## config.mk

```make
export PLATFORM = sky130hd
export DESIGN_NAME = twi_addr_frontend
export DESIGN_NICKNAME = d
export VERILOG_FILES = /design/src/rtl/twi_addr_frontend.sv
export SDC_FILE = /design/constraint.sdc
export NUM_CORES = 1
export LEC_CHECK = 0
export BUFFER_PORTS_ARGS = -buffer_cell sky130_fd_sc_hd__buf_2
export CAP_MARGIN = 10
export CELL_PAD_IN_SITES_DETAIL_PLACEMENT = 1
export CELL_PAD_IN_SITES_GLOBAL_PLACEMENT = 1
export CORE_MARGIN = 1.5
export CORE_UTILIZATION = 46
export CTS_CLUSTER_SIZE = 24
export DETAILED_ROUTE_END_ITERATION = 16
export GPL_ROUTABILITY_DRIVEN = 1
export PLACE_DENSITY = 0.81
export SYNTH_ARGS = -nofsm -noshare
export SYNTH_HDL_FRONTEND = slang
export SYNTH_SLANG_ARGS = --single-unit
```

## constraint.sdc

```tcl
create_clock -name clk -period 2.2 [get_ports clk]
set_input_delay 0.44 -clock clk [delete_from_list [all_inputs] [get_ports clk]]
set_output_delay 0.44 -clock clk [all_outputs]
set_load 0.1 [all_outputs]
```

## src/rtl/twi_addr_frontend.sv

```systemverilog
module twi_addr_frontend #(
  parameter int TYPE_W = 4,
  parameter int PIN_W = 4,
  parameter logic [TYPE_W-1:0] DEV_TYPE = TYPE_W'(4'b0101),
  parameter int SYNC_STAGES = 2
) (
  input  logic                      clk,
  input  logic                      rst_n,
  input  logic                      scl_i,
  input  logic                      sda_i,
  input  logic [PIN_W-1:0]          strap_i,
  input  logic                      busy_i,
  output logic                      sda_pull_o,
  output logic                      cmd_valid_o,
  output logic                      cmd_first_o,
  output logic [TYPE_W+PIN_W-1:0]   cmd_data_o,
  output logic                      frame_end_o
);
  localparam int BYTE_W = TYPE_W + PIN_W;
  localparam int CNT_W = $clog2(BYTE_W + 2);
  localparam logic [CNT_W-1:0] LAST_BIT = CNT_W'(BYTE_W);
  localparam logic [CNT_W-1:0] ACK_CNT = CNT_W'(BYTE_W + 1);

  typedef enum logic [1:0] {S_IDLE, S_ADDR, S_DATA, S_SKIP} state_t;

  logic [SYNC_STAGES-1:0] scl_sh, sda_sh;
  logic scl_d, sda_d;
  state_t state;
  logic [CNT_W-1:0] cnt;
  logic [BYTE_W-1:0] shreg;
  logic first;

  always_ff @(posedge clk or negedge rst_n)
    if (!rst_n) begin
      scl_sh <= '1;
      sda_sh <= '1;
      scl_d  <= 1'b1;
      sda_d  <= 1'b1;
    end else begin
      scl_sh <= {scl_sh[SYNC_STAGES-2:0], scl_i};
      sda_sh <= {sda_sh[SYNC_STAGES-2:0], sda_i};
      scl_d  <= scl_sh[SYNC_STAGES-1];
      sda_d  <= sda_sh[SYNC_STAGES-1];
    end

  wire scl_s    = scl_sh[SYNC_STAGES-1];
  wire sda_s    = sda_sh[SYNC_STAGES-1];
  wire scl_rise = scl_s & ~scl_d;
  wire scl_fall = ~scl_s & scl_d;
  wire start    = scl_s & scl_d & sda_d & ~sda_s;
  wire stop     = scl_s & scl_d & ~sda_d & sda_s;
  wire addr_hit = (shreg[BYTE_W-1 -: TYPE_W] == DEV_TYPE) && (shreg[PIN_W-1:0] == strap_i);
  wire receiving = (state == S_ADDR) || (state == S_DATA);

  always_ff @(posedge clk or negedge rst_n)
    if (!rst_n) begin
      state       <= S_IDLE;
      cnt         <= '0;
      shreg       <= '0;
      first       <= 1'b0;
      sda_pull_o  <= 1'b0;
      cmd_valid_o <= 1'b0;
      cmd_first_o <= 1'b0;
      cmd_data_o  <= '0;
      frame_end_o <= 1'b0;
    end else begin
      cmd_valid_o <= 1'b0;
      frame_end_o <= 1'b0;
      if (stop) begin
        frame_end_o <= (state == S_DATA);
        state       <= S_IDLE;
        cnt         <= '0;
        sda_pull_o  <= 1'b0;
      end else if (start) begin
        state      <= S_ADDR;
        cnt        <= '0;
        first      <= 1'b1;
        sda_pull_o <= 1'b0;
      end else if (receiving) begin
        if (scl_rise && cnt < LAST_BIT) begin
          shreg <= {shreg[BYTE_W-2:0], sda_s};
          cnt   <= cnt + 1'b1;
        end else if (scl_fall && cnt == LAST_BIT) begin
          cnt <= ACK_CNT;
          if (state == S_ADDR) begin
            if (addr_hit && !busy_i) begin
              sda_pull_o <= 1'b1;
              state      <= S_DATA;
            end else begin
              state <= S_SKIP;
            end
          end else begin
            sda_pull_o  <= 1'b1;
            cmd_valid_o <= 1'b1;
            cmd_data_o  <= shreg;
            cmd_first_o <= first;
            first       <= 1'b0;
          end
        end else if (scl_fall && cnt == ACK_CNT) begin
          sda_pull_o <= 1'b0;
          cnt        <= '0;
        end
      end
    end

  a_r6_valid_one_cycle: assert property (@(posedge clk) disable iff (!rst_n)
    cmd_valid_o |=> !cmd_valid_o);
  a_r9_end_one_cycle: assert property (@(posedge clk) disable iff (!rst_n)
    frame_end_o |=> !frame_end_o);
  a_r4_skip_no_forward: assert property (@(posedge clk) disable iff (!rst_n)
    (state == S_SKIP) |=> !cmd_valid_o && !sda_pull_o);
  a_r5_busy_refuses: assert property (@(posedge clk) disable iff (!rst_n)
    (state == S_ADDR && cnt == LAST_BIT && scl_fall && busy_i) |=> !sda_pull_o);
  a_r8_release_on_fall: assert property (@(posedge clk) disable iff (!rst_n)
    (sda_pull_o && scl_fall && !stop && !start) |=> !sda_pull_o);
  a_r8_steady_scl_high: assert property (@(posedge clk) disable iff (!rst_n)
    (scl_s && scl_d && !start && !stop) |=> $stable(sda_pull_o));
endmodule

```

==> flow_metrics.py <==
metrics = {
    "worst_setup_path": {
        "r2r_start": "state[0]",
        "end_kind": "register",
        "worst-r2r-setup-slack_ps": 380,
        "cp_max_fo": 11,
        "max_stage_delay_ps": 460,
        "path_cells": "inv_1 > ha_1 > nor3_4 > buf_4 > mux2_2",
        "crit_arrival_ps": 2030,
        "cp.required_ps": 2410,
        "r2r_cells": 5,
        "critPathCapture": "cmd_data_o[2]",
        "startpoint_type": "register",
        "r2r-end": "cmd_data_o[2]",
        "critical_path_class": "reg2reg",
        "cpMaxStageDelayCell": "ha_1",
        "crit_start": "state[0]",
    },
    "min_path": {
        "hp-class": "in2async",
    },
    "routing": {
        "dr_total_vias": 888,
        "routedWlPerCell_um": 15.8,
        "dr.pass1.iters": 6,
        "postRouteAntennaNets": 0,
        "wl_um": 2800,
        "drtIter0Drc": 35,
        "routed_via_density": 5.02,
        "drc": 0,
    },
    "clock_network": {
        "post_cts_buffers": 0,
        "cts.repair.resized": 0,
        "cts.sinks": 33,
        "ctsHoldBuffers": 0,
        "h-tree-depth": 2,
        "clock_latency_ps": 320,
        "numCtsBuffers": 5,
        "root_buffer": "clkbuf_4",
        "clk_transition_reported_paths_ps": 100,
        "cts_tree": "done",
        "clk_path_buf_depth": 2,
    },
    "power_and_ir_drop": {
        "combPwrFrac": 0.172,
        "pwr-share-seq": 0.529,
        "clock_power_share": 0.299,
        "vdd_drop_max_mv": 0.534,
        "power.switching_w": 0.000422,
        "p_int_w": 0.00111,
        "switching_share": 0.275,
        "p_leak_nw": 0.833,
        "p_per_area_nw_per_um2": 887,
    },
    "yosys": {
        "synth_fp_nets": 119,
        "synth-seq-cells": 33,
        "ys_types": 35,
        "synth_area_per_cell_um2": 14.2,
        "ys_warn_count": 0,
        "netlist_area_um2": 1500,
        "synth-seq-area-share": 0.557,
        "syn-instance-count": 105,
    },
    "timing": {
        "hold-worst-slack_ps": 151,
        "fmax_ghz": 0.549,
        "setup_viol": 0,
        "slew_headroom": 0.535,
        "finClkSkew_ps": 8.86,
        "hold_viol": 0,
        "final.min_clock_period_ps": 1820,
        "slew_viol_final": 0,
        "post-route-period-util": 0.828,
        "fin_tns_setup_ps": 0,
        "worst_pin_slew_ps": 697,
        "rsz0062_at_grt": "no",
    },
    "finish": {
        "final_cell_area_um2": 1730,
        "final_cell_mix": "dfrtp_1, buf_2, mux2_2, mux2_4, dfstp_2",
        "drive_gt1_frac": 0.451,
        "final_common_cell": "dfrtp_1",
        "areaGrowthSynthToFinish_pct": 15.8,
        "fin_cells": 177,
        "final_net_count": 146,
        "n_antenna_cell": 0,
        "final_core_util": 0.563,
    },
    "global_route": {
        "grt_pass1_wl_um": 4640,
        "grt_max_degree": 34,
        "grt_usage": 0.185,
        "grt_overflow_total": 0,
        "antenna_found_initial": 0,
        "grt_pass1_vias": 949,
    },
    "placed_design": {
        "placed_cell_area_um2": 1650,
        "dp_cells": 169,
        "portBuffers": 20,
        "hpwlAfterDp_um": 2060,
        "globalplace.congestion": 0.702,
    },
    "die": {
        "die_w_um": 60.0,
        "die_y_um": 60.0,
        "start_util": 0.486,
        "rows": 20,
        "core_um2": 3080,
        "die-area_um2": 3600,
        "io-pin-count": 21,
    },
    "status": {
        "status": "completed",
    },
    "flow_run": {
        "cap_violations": 0,
    },
}
through the flow:
step | total power (W) | worst slack, ps
2_1_floorplan | 0.000993 | 551
3_3_place_gp | 0.00106 | 451
3_5_place_dp | 0.00109 | 387
4_1_cts | 0.00156 | 355
5_1_grt | 0.00164 | 299
6_report | 0.00154 | 379
sequential cells by signal (all words and copies together), names as in the netlist:
name / cells
cmd_data_o: 8
cmd_first_o: 1
cmd_valid_o: 1
cnt: 4
first: 1
frame_end_o: 1
scl_d: 1
scl_sh: 2
sda_d: 1
sda_pull_o: 1
sda_sh: 2
shreg: 8
state: 2
worst max-delay path, delay by kind of cell (launching register included):
family | cells | cell delay [ps]
flops | 1 | 380
mux | 1 | 350
fa+ha+maj | 1 | 460
simple gates | 1 | 210
buf+inv | 2 | 300
how the worst min path moves through the flow:
stage	from	slack (ps)	cells past startpoint	endpoint
final	rst_n	150	1	sda_pull_o
after global routing	rst_n	160	1	sda_pull_o
after CTS	rst_n	170	1	sda_pull_o
after detailed placement	scl_sh[0]	350	0	scl_sh[1]
after global placement	scl_sh[0]	350	0	scl_sh[1]
after floorplan	rst_n	140	0	cmd_data_o[0]
cells in the mapped netlist, drive strengths merged:
library cell | number | area share
nand4b | 1 | 0.0059
or4 | 1 | 0.0050
inv | 5 | 0.013
dfstp | 6 | 0.11
buf | 1 | 0.0075
xnor2 | 1 | 0.0059
xor2 | 4 | 0.023
o21a | 2 | 0.010
or2 | 2 | 0.0084
o311ai | 1 | 0.0059
nand2 | 5 | 0.018
nand3b | 1 | 0.0050
a21oi | 3 | 0.010
a211o | 1 | 0.0059
mux2 | 18 | 0.16
or3b | 1 | 0.0075
nor3 | 3 | 0.021
nor3b | 1 | 0.0050
mux2i | 2 | 0.013
nand4bb | 1 | 0.0075
a21boi | 1 | 0.0050
nand3 | 2 | 0.0067
o21ai | 3 | 0.013
and4bb | 1 | 0.011
ha | 5 | 0.042
o221ai | 2 | 0.012
dfrtp | 27 | 0.45
nor2 | 4 | 0.021
power by group through the flow:
stage	combinational (W)	sequential, W	clock (W)
2_1_floorplan	0.000203	0.000790	0
3_3_place_gp	0.000248	0.000807	0
3_5_place_dp	0.000266	0.000826	0
4_1_cts	0.000270	0.000814	0.000479
5_1_grt	0.000298	0.000830	0.000510
6_report	0.000264	0.000812	0.000460
cell families after synthesis:
group / share of synthesized area
mux: 0.169
flops: 0.557
simple gates: 0.121
compound gates: 0.0611
xor+xnor: 0.0293
buf+inv: 0.0201
fa+ha+maj: 0.0418
cell type report:
cell class                      count  area [um^2]
Timing Repair Buffer               21          108
Fill cell                         326         1350
Tap cell                           44         55.1
Inverter                            5         18.8
Clock inverter                      1         30.0
Sequential cell                    33          833
Multi-Input combinational cell     66          632
Clock buffer                        7         55.1
metal layers:
| metal | share of wire | GRT usage |
|---|---|---|
| met4 | 0.0061 | 0.0571 |
| met2 | 0.51 | 0.293 |
| met5 | 0 | 0 |
| met1 | 0.44 | 0.228 |
| met3 | 0.037 | 0.0779 |
(Power assumes the default switching activity.)
